===== src/rtl/cfg_loader_pkg.sv =====
package cfg_loader_pkg;
  localparam int CHAIN_MAX = 19;
  localparam int M_W = 6;
  localparam int N_W = 7;
  localparam int R_W = 2;
  localparam int NUM_PRESETS = 8;

  typedef enum logic [1:0] {SRC_EEPROM = 2'd0, SRC_HOST = 2'd1, SRC_ROM = 2'd2} src_e;
  typedef enum logic [1:0] {ST_FILL = 2'd0, ST_DECODE = 2'd1, ST_HOLD = 2'd2} st_e;

  typedef struct packed {
    logic           ddsk;
    logic [R_W-1:0] r;
    logic [N_W-1:0] n;
    logic [M_W-1:0] m;
    logic           test;
    logic           cs;
    logic           cm;
  } cfg_t;

  function automatic logic [CHAIN_MAX-1:0] pack_cfg(input logic ddsk, input logic [R_W-1:0] r,
      input logic [N_W-1:0] n, input logic [M_W-1:0] m, input logic test, input logic cs,
      input logic cm);
    return {ddsk, r, n, m, test, cs, cm};
  endfunction

  localparam logic [NUM_PRESETS-1:0][CHAIN_MAX-1:0] DEFAULT_PRESETS = {
    pack_cfg(1'b0, 2'd0, 7'd0, 6'd0, 1'b1, 1'b0, 1'b0),  // 7: PLL bypass
    pack_cfg(1'b0, 2'd3, 7'd3, 6'd1, 1'b0, 1'b0, 1'b0),  // 6
    pack_cfg(1'b0, 2'd0, 7'd2, 6'd5, 1'b0, 1'b0, 1'b0),  // 5
    pack_cfg(1'b0, 2'd1, 7'd5, 6'd2, 1'b0, 1'b0, 1'b0),  // 4: 2x
    pack_cfg(1'b0, 2'd1, 7'd0, 6'd0, 1'b0, 1'b0, 1'b0),  // 3: zero phase
    pack_cfg(1'b0, 2'd0, 7'd1, 6'd3, 1'b0, 1'b1, 1'b1),  // 2: follower
    pack_cfg(1'b0, 2'd2, 7'd3, 6'd1, 1'b0, 1'b1, 1'b1),  // 1: follower
    pack_cfg(1'b0, 2'd1, 7'd0, 6'd0, 1'b0, 1'b1, 1'b1)   // 0: follower
  };
endpackage


===== src/rtl/cfg_sync.sv =====
module cfg_sync #(
  parameter int WIDTH  = 2,
  parameter int STAGES = 2
) (
  input  logic             clk,
  input  logic [WIDTH-1:0] d,
  output logic [WIDTH-1:0] q
);
  logic [STAGES-1:0][WIDTH-1:0] pipe;

  always_ff @(posedge clk) begin
    pipe[0] <= d;
    for (int i = 1; i < STAGES; i++) pipe[i] <= pipe[i-1];
  end

  assign q = pipe[STAGES-1];
endmodule


===== src/rtl/cfg_rom.sv =====
module cfg_rom
  import cfg_loader_pkg::*;
#(
  parameter int CHAIN_LEN = 19,
  parameter logic [NUM_PRESETS-1:0][CHAIN_MAX-1:0] PRESETS = DEFAULT_PRESETS,
  localparam int SEL_W = $clog2(NUM_PRESETS)
) (
  input  logic [SEL_W-1:0]     sel,
  output logic [CHAIN_LEN-1:0] word
);
  logic [CHAIN_MAX-1:0] entry;

  always_comb begin
    entry = PRESETS[sel];
    word  = entry[CHAIN_LEN-1:0];
  end
endmodule


===== src/rtl/cfg_decode.sv =====
module cfg_decode
  import cfg_loader_pkg::*;
#(
  parameter int CHAIN_LEN   = 19,
  parameter bit HAS_DDSK    = 1'b1,
  parameter int RATIO_LIMIT = 128,
  localparam int PROD_W = N_W + 1 + (1 << R_W)
) (
  input  logic [CHAIN_LEN-1:0] chain,
  output cfg_t                 fields,
  output logic                 ratio_ok
);
  logic [PROD_W-1:0] prod;

  always_comb begin
    fields.cm   = chain[0];
    fields.cs   = chain[1];
    fields.test = chain[2];
    fields.m    = chain[3 +: M_W];
    fields.n    = chain[3 + M_W +: N_W];
    fields.r    = chain[3 + M_W + N_W +: R_W];
    prod        = (PROD_W'(fields.n) + PROD_W'(1)) << fields.r;
    ratio_ok    = (prod <= PROD_W'(RATIO_LIMIT));
  end

  generate
    if (HAS_DDSK) begin : g_ddsk
      assign fields.ddsk = chain[CHAIN_LEN-1];
    end else begin : g_no_ddsk
      assign fields.ddsk = 1'b0;
    end
  endgenerate
endmodule


===== src/rtl/cfg_loader.sv =====
module cfg_loader
  import cfg_loader_pkg::*;
#(
  parameter bit HAS_DDSK    = 1'b1,
  parameter int SYNC_STAGES = 2,
  parameter int RATIO_LIMIT = 128,
  parameter logic [NUM_PRESETS-1:0][CHAIN_MAX-1:0] ROM_PRESETS = DEFAULT_PRESETS
) (
  input  logic           clk,
  input  logic           rst,
  input  logic           strap_valid,
  input  logic           strap_level,
  input  logic           rom_msb,
  input  logic           ser_clk,
  input  logic           ser_data,
  input  logic           ee_bit_vld,
  input  logic           ee_bit,
  output logic           cfg_cm,
  output logic           cfg_cs,
  output logic           cfg_test,
  output logic [M_W-1:0] cfg_m,
  output logic [N_W-1:0] cfg_n,
  output logic [R_W-1:0] cfg_r,
  output logic           cfg_ddsk,
  output logic           cfg_done,
  output logic           cfg_valid,
  output logic           cfg_bad
);
  localparam int CHAIN_LEN = HAS_DDSK ? CHAIN_MAX : CHAIN_MAX - 1;
  localparam int CNT_W     = $clog2(CHAIN_LEN + 1);
  localparam int SEL_W     = $clog2(NUM_PRESETS);

  logic                 sclk_s, sdat_s, sclk_d, sclk_rise;
  logic                 shift_en, shift_bit;
  src_e                 src;
  st_e                  state;
  logic [SEL_W-1:0]     rom_sel;
  logic [CNT_W-1:0]     cnt;
  logic [CHAIN_LEN-1:0] chain, rom_word;
  cfg_t                 dec;
  logic                 dec_ok;

  cfg_sync #(.WIDTH(2), .STAGES(SYNC_STAGES)) u_sync (
    .clk(clk), .d({ser_clk, ser_data}), .q({sclk_s, sdat_s})
  );

  always_ff @(posedge clk) sclk_d <= sclk_s;
  assign sclk_rise = sclk_s & ~sclk_d;

  cfg_rom #(.CHAIN_LEN(CHAIN_LEN), .PRESETS(ROM_PRESETS)) u_rom (
    .sel(rom_sel), .word(rom_word)
  );

  cfg_decode #(.CHAIN_LEN(CHAIN_LEN), .HAS_DDSK(HAS_DDSK), .RATIO_LIMIT(RATIO_LIMIT)) u_dec (
    .chain(chain), .fields(dec), .ratio_ok(dec_ok)
  );

  always_comb begin
    shift_en  = 1'b0;
    shift_bit = 1'b0;
    case (src)
      SRC_HOST:   begin shift_en = sclk_rise;  shift_bit = sdat_s; end
      SRC_EEPROM: begin shift_en = ee_bit_vld; shift_bit = ee_bit; end
      default:    begin shift_en = 1'b0;       shift_bit = 1'b0;   end
    endcase
  end

  always_ff @(posedge clk) begin
    if (rst) begin
      src       <= !strap_valid ? SRC_EEPROM : (strap_level ? SRC_HOST : SRC_ROM);
      rom_sel   <= {rom_msb, sclk_s, sdat_s};
      state     <= ST_FILL;
      cnt       <= '0;
      chain     <= '0;
      cfg_cm    <= 1'b0;
      cfg_cs    <= 1'b0;
      cfg_test  <= 1'b0;
      cfg_m     <= '0;
      cfg_n     <= '0;
      cfg_r     <= '0;
      cfg_ddsk  <= 1'b0;
      cfg_done  <= 1'b0;
      cfg_valid <= 1'b0;
      cfg_bad   <= 1'b0;
    end else begin
      case (state)
        ST_FILL: begin
          if (src == SRC_ROM) begin
            chain <= rom_word;
            state <= ST_DECODE;
          end else if (shift_en) begin
            chain <= {shift_bit, chain[CHAIN_LEN-1:1]};
            cnt   <= cnt + CNT_W'(1);
            if (cnt == CNT_W'(CHAIN_LEN - 1)) state <= ST_DECODE;
          end
        end
        ST_DECODE: begin
          cfg_cm    <= dec.cm;
          cfg_cs    <= dec.cs;
          cfg_test  <= dec.test;
          cfg_m     <= dec.m;
          cfg_n     <= dec.n;
          cfg_r     <= dec.r;
          cfg_ddsk  <= dec.ddsk;
          cfg_done  <= 1'b1;
          cfg_valid <= dec_ok;
          cfg_bad   <= !dec_ok;
          state     <= ST_HOLD;
        end
        default: begin
          cfg_done <= 1'b0;
        end
      endcase
    end
  end
endmodule


===== config.mk =====
export PLATFORM = sky130hd
export DESIGN_NAME = cfg_loader
export DESIGN_NICKNAME = d
export VERILOG_FILES = /design/src/rtl/cfg_loader_pkg.sv /design/src/rtl/cfg_sync.sv /design/src/rtl/cfg_rom.sv /design/src/rtl/cfg_decode.sv /design/src/rtl/cfg_loader.sv
export SDC_FILE = /design/constraint.sdc
export NUM_CORES = 1
export LEC_CHECK = 0
export BUFFER_PORTS_ARGS = -buffer_cell sky130_fd_sc_hd__buf_2
export CAP_MARGIN = 25
export CORE_ASPECT_RATIO = 0.7
export CORE_UTILIZATION = 35
export CTS_BUF_LIST = sky130_fd_sc_hd__clkbuf_4
export CTS_CLUSTER_DIAMETER = 80
export DETAILED_ROUTE_END_ITERATION = 10
export SETUP_SLACK_MARGIN = 0.3
export SYNTH_ARGS = -nofsm -noshare
export SYNTH_HDL_FRONTEND = slang
export SYNTH_SLANG_ARGS = --single-unit
export TNS_END_PERCENT = 50

===== constraint.sdc =====
create_clock -name clk -period 5.7 [get_ports clk]
set_clock_uncertainty 0.15 [all_clocks]
set_input_delay 0 -clock clk [delete_from_list [all_inputs] [get_ports clk]]
set_output_delay 0 -clock clk [all_outputs]
set_load 0.005 [all_outputs]

; Yosys cells after proc, flatten, opt, wreduce, memory -nomap -nowiden
; Memory sizes are Yosys's and may differ from the RTL's. A register that Yosys moved wholly into a read port is not among the register bits.
; Index checks and enable logic that the tools add are counted.
[word_totals]
regBits = 58
memories = 1
rom_bits = 152
wordCells = 53
input_bits = 9
[memory_table]
columns = name, depth, word_bits, rd, rd_clocked_by_memory_dff, wr, line_no
row1 = (name not given), 8, 19, 1, 1, 0, cfg_rom.sv:14  ; entry = PRESETS[sel];
[op_classes]
magnitude_cmp = 2
n_shift = 1
addsub = 2
n_eq_ne = 6
mux = 12
bitwise = 3
reduce_logical = 8
[ops]
columns = op, count
row1 = 19-bit two-way mux, 3
row2 = 12-bit by 8-bit less-or-equal comparator with 1-bit output (second input constant), 1
row3 = 12-bit by 2-bit left shift with 12-bit output, 1
row4 = 7-bit by 1-bit adder with 8-bit output (second input constant), 1
row5 = 2-bit two-way mux, 4
row6 = 3-bit != test (second input constant), 2
row7 = 1-bit one-hot mux with 2 select lines, 3
row8 = 3-bit AND reduction, 2
row9 = 5-bit by 1-bit adder with 5-bit output (second input constant), 1
row10 = 5-bit equality test (second input constant), 1
row11 = 2-bit by 1-bit equality test with 1-bit output (second input constant), 2
row12 = 2-bit logical NOT, 2
row13 = 3-bit by 4-bit less-than comparator with 1-bit output (second input constant), 1
row14 = 2-bit one-hot mux with 2 select lines, 1
row15 = 2-bit nonzero test, 2
row16 = 3-bit two-way mux, 1
row17 = 2-bit equality test (second input constant), 1
row18 = 1-bit NOT, 2
row19 = 2-bit AND reduction, 1
row20 = 1-bit AND, 1
row21 = 1-bit logical NOT, 1

; Longest topological paths before layout
; Gate-level depths: netlist (run 1).
[depth]
depth_word = 6
ltp_mapped = 6
ltp_nobuf = 6

; By module
; From an unflattened synthesis (run 1), not the netlist that was laid out.
[hier_totals]
hier_cells = 320
area_unflattened_um2 = 2936.6
[modules_own_cells]
columns = module, seq_area_each_um2, cells_per_inst, area_per_inst_um2, instances
row1 = cfg_loader, 1131.1, 230, 2203.4, 1
row2 = cfg_decode, 0.0, 52, 385.4, 1
row3 = cfg_rom, 0.0, 32, 252.7, 1
row4 = cfg_sync, 80.1, 6, 95.1, 1

; Least setup slack after synthesis (run 1)
; Ideal clock, no wire load.
[synth_timing]
path_type = register to register
startpoint = register chain[9]
endpoint = register cfg_bad
path_stages_with_launch = 7
path_buffers = 0
arrival_time_ns = 1.567
slack_ns = 3.849
required_time_ns = 5.416
path_cell_list = dfxtp_1 ha_1 nand3_2 xnor2_1 a2111oi_0 a211o_1 a311oi_1
[synth_via]
elab_chain_len = 4
[synth_lines]
columns = element, line_no
row1 = start: declaration, cfg_loader.sv:39  ; logic [CHAIN_LEN-1:0] chain, rom_word;
row2 = start signal: assignment, cfg_loader.sv:89  ; chain <= rom_word;
row3 = start signal: assignment, cfg_loader.sv:92  ; chain <= {shift_bit, chain[CHAIN_LEN-1:1]};
row4 = 7-bit by 1-bit adder with 8-bit output, cfg_decode.sv:22  ; prod = (PROD_W'(fields.n) + PROD_W'(1)) << fields.r;
row5 = 12-bit by 2-bit left shift with 12-bit output, cfg_decode.sv:22
row6 = 12-bit by 8-bit less-or-equal comparator with 1-bit output, cfg_decode.sv:23  ; ratio_ok = (prod <= PROD_W'(RATIO_LIMIT));
row7 = 1-bit logical NOT, cfg_loader.sv:107  ; cfg_bad <= !dec_ok;
row8 = end signal: assignment, cfg_loader.sv:107
row9 = end: declaration, cfg_loader.sv:27  ; output logic cfg_bad
; Every way passes these cells.
; A chain may end at the register's enable or synchronous reset.

; Worst setup path after layout (run 1)
[layout_timing]
startpoint = register chain[10]
endpoint = register cfg_bad
; Same word-level chain as after synthesis.

==> metrics.csv, run 1 <==
metric,value,unit
gr usage total,14.17,%
highest clock rate,461.3,MHz
CP Cell Sequence,ha_1 -> nand3_2 -> xnor2_1 -> a2111oi_0 -> a211o_1 -> a311oi_1,
post-synth cell types,51,
WP depth,6,
clk sink count,68,
drt initial violations,143,
vias per cell,4.771,
vias in the first global route,1874,
Fin. Hold Viols,0,
Worst Path Buf+Inv,0,
RSZ-0062 raised after global routing,false,
"Design Area, Final",0.003186,sq mm
PortBufs,30,
DRC viols,0,
Via Count,2066,
setup TNS,0,ns
"delay-heaviest family, CP",compound AO/OA/AOI/OAI gates,
"Cell Area, Placed",0.002978,sq mm
TritonCTS Buffers,9,
number of synthesis warnings,0,
die area,0.008481,sq mm
Relative slew margins,41.24,%
crit-path max FO,8,
CP peak stage delay,0.52,ns
Critical path origin,chain[10],
CP startpoint kind,flip-flop,
post-cts sizing count,0,
Worst-Margin Slew,0.8814,ns
Post-Syn Area,0.002839,sq mm
min-delay worst type,in2reg,
Worst setup EP type,flip-flop,
Tmin final,2.168,ns
ANT cells,0,
DIE HEIGHT,77.35,um
wire length per cell,12.51,um
synthesized flop and latch total,68,
DIE WIDTH,109.6,um
GRT overflow,0,
"Seq/Total Area, Yosys",49.71,%
Leak Pwr,1.210,nW
WHS,0.06220,ns
Skew-Pair Late Insertion Delay,0.43,ns
Max Cap Viol,0,
R2R setup slack,3.53,ns
core area,0.007871,sq mm
GPL Wtd Cong,0.8268,
Final Setup Violations,0,
outcome,"finished, final reports clean",
Post-DP HPWL,3.592,mm
WP data arrival,2.30,ns
"Slowest-stage cell, CP",dfxtp_1,
Clock transition at path regs,0.12,ns
period utilization,38.03,%
Worst setup endpoint,cfg_bad,
H-tree Lvls,3,
Crit path required time,5.83,ns
total wire length,5.416,mm
WS Path Type,reg2reg,
number of synthesized flops with an enable pin,5,
ys async rst share,0,%
clk buf depth,2,
worst vdd ir,0.1590,mV
CTS root buffer,clkbuf_4,
Synth Instances,297,
R2R Path End,cfg_bad,
Final Net Count,343,
Starting Density,36.07,%
R2R cell count,6,
Main synth FF type,dfxtp_1,
Synth-to-Final Area Change,12.21,%
DRT antenna net count,0,
"area leader, netlist",dfxtp_1,
FF-to-FF Start,chain[10],
largest net degree at the start of global routing,58,
Setup Slack @ Placement,3.547,ns
Rows,27,
Syn Area/Cell,9.559,sq um
DRT Pass-1 Iters,4,
Worst Slack Setup Final,3.532,ns
IO Pins,31,
initial antenna violation count,0,
CTS tree,done,
ranking of synthesized cells by area,"dfxtp_1 (44%), nand2_1 (5.9%), edfxtp_1 (5.3%)",
layout cells sized above 1,18.07,%
pwr dens,280.4,mW/mm^2
Yosys top cell area share,44.42,%
Max Slew Vio Count,0,
Syn Nets,313,
first-pass GRT wire length,9.032,mm
[kinds of logic (layout without fill, tap and decap cells)]
family / after synthesis / count (layout) / share of synthesized area, %
simple gates: 113 / 113 / 18.20
buf+inv: 29 / 64 / 6.302
fa+ha+maj: 7 / 7 / 3.085
xor+xnor: 6 / 6 / 1.851
flops: 68 / 68 / 49.71
mux: 17 / 17 / 6.170
compound gates: 57 / 57 / 14.68
[placed cells by master (no fill, tap or decap), types with 3 or more instances in the layout]
cell type	instances
o21ai_1	3
nor3_1	7
a211oi_1	11
nand3_1	3
nand4_1	3
and2_1	3
nor2b_1	3
ha_1	7
dlygate4sd3_1	9
clkbuf_4	10
buf_2	30
edfxtp_1	5
a22oi_1	7
mux2i_1	13
xnor2_1	3
dfxtp_1	63
inv_1	7
mux2_1	3
a21oi_1	22
nor2_1	35
nand2_1	45
xor2_1	3
[cells in the mapped netlist (5+ instances only)]
| library cell | n |
|---|---|
| dfxtp_1 | 63 |
| nand2_1 | 45 |
| nor2_1 | 35 |
| a21oi_1 | 22 |
| mux2i_1 | 13 |
| a211oi_1 | 11 |
| clkbuf_1 | 9 |
| a22oi_1 | 7 |
| ha_1 | 7 |
| inv_1 | 7 |
| nor3_1 | 7 |
| buf_6 | 5 |
| edfxtp_1 | 5 |
[power breakdown]
part           total, mW  internal [mW]  leakage (nW)  switching (mW)
registers          0.531          0.508         0.564          0.0232
logic             0.0927         0.0401         0.584          0.0526
clock network      0.269         0.0941        0.0624           0.175
[metal layers]
| metal | vias up | share of wire, % | GRT usage (%) |
|---|---|---|---|
| met2 | 37 | 43 | 19.56 |
| met4 | 0 | 0.30 | 4.400 |
| met5 | - | 0 | 0 |
| met1 | 948 | 52 | 19.28 |
| li1 | 1077 | - | - |
| met3 | 4 | 4.9 | 6.807 |
[how the worst min path moves through the flow]
stage              from        endpoint  slack (ns)  cells after the start
4_1_cts        ser_data  u_sync.pipe[0]        0.01                      2
2_1_floorplan  ser_data  u_sync.pipe[0]       -0.12                      0
5_1_grt        ser_data  u_sync.pipe[0]       0.004                      2
3_3_place_gp   ser_data  u_sync.pipe[0]       -0.05                      1
3_5_place_dp   ser_data  u_sync.pipe[0]       -0.05                      1
6_report       ser_data  u_sync.pipe[0]        0.06                      2
[timing repair]
action,4_1_cts,5_1_grt
buffers inserted,0,0
hold endpoints to repair,22,0
hold buffers,9,0
[flip-flops by register name (all words and copies together) (netlist names), 2 cells and up]
name and cells:
cfg_m 6, cfg_n 7, cfg_r 2, chain 19, cnt 5, rom_sel 3
rom_word 10, src 2, state 2, u_sync.pipe 2, u_sync.q 2
[metrics by stage]
stage | utilization, % | std cells | total power, mW
floorplan | - | 297 | 0.6146
global placement | 37.83 | 408 | 0.6292
detailed placement | 37.83 | 408 | 0.6314
CTS | 40.47 | 433 | 0.9070
global route | 40.47 | 433 | 0.9441
finish | 40.47 | 433 | 0.8931
[final cells by class]
type | count | area (sq um)
clock buffer | 10 | 75.07
clock inverter | 6 | 42.54
fill | 792 | 4686
inverter | 7 | 26.28
multi-input combinational | 200 | 1249
sequential | 68 | 1411
tap | 101 | 126.4
timing repair buffer | 41 | 255.2
No activity file was read; power rests on OpenSTA's default activity.
==> run 2, diff against run 1 <==
clock period = 1.9 ns   (was 5.7 ns; I/O delays follow)
==> metrics.csv, run 2 (synthesized netlist as in run 1, its figures left out) <==
metric,value,unit,change
outcome,"finished, final reports clean",,unchanged
Finished Layout Cells,454,,was 433
core area,0.007871,sq mm,unchanged
GRT overflow,0,,unchanged
Relative slew margins,75.63,%,was 41.24%
Worst setup EP type,flip-flop,,unchanged
layout cells sized above 1,28.61,%,was 18.07%
Final Net Count,364,,was 343
total wire length,5.880,mm,was 5.416 mm
die area,0.008481,sq mm,unchanged
Post-Place Cells,417,,was 408
setup TNS,0,ns,unchanged
DIE WIDTH,109.6,um,unchanged
DIE HEIGHT,77.35,um,unchanged
DRC viols,0,,unchanged
wire length per cell,12.95,um,was 12.51 um
PortBufs,30,,unchanged
GPL Wtd Cong,0.7959,,was 0.8268
R2R Path End,cfg_valid,,was cfg_bad
Post-DP HPWL,3.952,mm,was 3.592 mm
Hold Path End,u_sync.pipe[0],,unchanged
worst vdd ir,0.3835,mV,was 0.1590 mV
"leading cell type in the layout, fill and taps excluded",dfxtp_1,,unchanged
largest net degree at the start of global routing,35,,was 58
Synth-to-Final Area Change,24.55,%,was 12.21%
gr usage total,15.38,%,was 14.17%
"commonest cells after routing, fill and taps aside","dfxtp_1 (55), nand2_1 (45), nor2_1 (34)",,"was dfxtp_1 (63), nand2_1 (45), nor2_1 (35)"
Fin. Hold Viols,0,,unchanged
WP data arrival,1.92,ns,was 2.30 ns
min-delay worst type,in2reg,,unchanged
TritonCTS Buffers,9,,unchanged
crit-path max FO,4,,was 8
DRT Pass-1 Iters,4,,unchanged
R2R cell count,6,,unchanged
"Slowest-stage cell, CP",dfxtp_4,,was dfxtp_1
CP Cell Sequence,buf_4 -> xnor2_1 -> a31oi_2 -> nor3_1 -> a211o_1 -> a31o_1,,was ha_1 -> nand3_2 -> xnor2_1 -> a2111oi_0 -> a211o_1 -> a311oi_1
fill count,782,,was 792
CTS tree,done,,unchanged
CTS root buffer,clkbuf_4,,unchanged
WS Path Type,reg2reg,,unchanged
Starting Density,36.07,%,unchanged
Clock transition at path regs,0.11,ns,was 0.12 ns
Skew-Pair Late Insertion Delay,0.42,ns,was 0.43 ns
first-pass GRT wire length,9.894,mm,was 9.032 mm
ANT cells,0,,unchanged
drt initial violations,119,,was 143
highest clock rate,570.8,MHz,was 461.3 MHz
Tmin final,1.752,ns,was 2.168 ns
Top reg by flops,chain,,unchanged
clk buf depth,2,,unchanged
RSZ-0062 raised after global routing,true,,was false
Max Cap Viol,0,,unchanged
DRT antenna net count,0,,unchanged
period utilization,92.21,%,was 38.03%
Leak Pwr,1.371,nW,was 1.210 nW
CP peak stage delay,0.38,ns,was 0.52 ns
HP Start,ser_data,,unchanged
Crit path required time,2.07,ns,was 5.83 ns
pwr dens,852.1,mW/mm^2,was 280.4 mW/mm^2
CP startpoint kind,flip-flop,,unchanged
max reg flops,19,,unchanged
IO Pins,31,,unchanged
H-tree Lvls,3,,unchanged
Worst-Margin Slew,0.3554,ns,was 0.8814 ns
Via Count,2214,,was 2066
Max Slew Vio Count,0,,unchanged
Rows,27,,unchanged
hold path depth,2,,unchanged
initial antenna violation count,0,,unchanged
Final Setup Violations,0,,unchanged
clk sink count,68,,unchanged
R2R setup slack,0.15,ns,was 3.53 ns
FF-to-FF Start,chain[10],,unchanged
vias in the first global route,2133,,was 1874
vias per cell,4.877,,was 4.771
==> run 2: changes by cell type in the layout (fill, tap and decap cells not counted), moves of 3 or more <==
cell	change
buf_4	+17
a22oi_2	+5
dfxtp_1	-8
dfxtp_2	+3
buf_6	+3
a22oi_1	-5
dfxtp_4	+5
==> run 2: where the power goes <==
part           internal (mW)  switching, mW  total [mW]
clock                  0.558          0.501        1.06
sequential              1.52         0.0681        1.59
combinational          0.177          0.187       0.364
total                   2.26          0.756        3.01
==> run 2: critical path: cells and delay by family, from the launching register on <==
family,cells,cell delay (ns)
AOI/OAI and AO/OA,3,0.76
xor gates and xnor gates,1,0.13
buffers and inverters,1,0.15
DFF,1,0.38
and+or+nand+nor,1,0.07
==> run 2: per-layer routing <==
layer | vias up | track usage (%) | share of wire, %
met3 | 9 | 6.891 | 4.8
met1 | 1036 | 19.66 | 51
met4 | 0 | 4.000 | 1.0
li1 | 1128 | - | -
met5 | - | 0 | 0
met2 | 41 | 23.46 | 43
==> run 2: timing repair <==
item / in CTS / in global routing
setup buffers: 7 / 4
hold buffers: 9 / 0
resized for setup: 15 / 12
pin swaps: 13 / 5
endpoints found under the setup margin: 38 / 43
cloned: 1 / 0
endpoints found under the hold margin: 56 / 0
==> run 2: layout make-up <==
type / instances / area [sq um] / share of cell area (%)
well taps: 101 / 126.4 / 3.574
repair buffers: 62 / 436.7 / 12.35
inverters: 7 / 26.28 / 0.7431
clock buffers: 11 / 82.58 / 2.335
clock inverters: 5 / 76.32 / 2.159
multi-input cells: 200 / 1354 / 38.29
flip-flops and latches: 68 / 1434 / 40.55
==> run 2: worst max path at each step <==
stage	startpoint	to	slack [ns]	cells past startpoint
final	chain[10]	cfg_valid	0.15	6
after global placement	chain[11]	cfg_valid	0.07	5
after floorplan	chain[9]	cfg_bad	0.26	5
after detailed placement	chain[10]	cfg_bad	0.04	5
after CTS	chain[10]	cfg_bad	0.16	5
after global routing	chain[11]	cfg_bad	0.05	6
==> run 2: per-stage QoR <==
step / util [%] / cell area, sq um / hold slack (ns) / total power [mW] / setup WS (ns)
finish: 44.92 / 3536 / 0.06497 / 3.013 / 0.1480
global route: 44.92 / 3536 / 0.01457 / 3.177 / 0.05139
CTS: 43.94 / 3458 / 0.02563 / 3.054 / 0.1553
detailed placement: 39.39 / 3100 / -0.04315 / 1.929 / 0.03692
global placement: 39.39 / 3100 / -0.04825 / 1.919 / 0.07206
floorplan: - / 2882 / -0.1223 / 1.853 / 0.2579
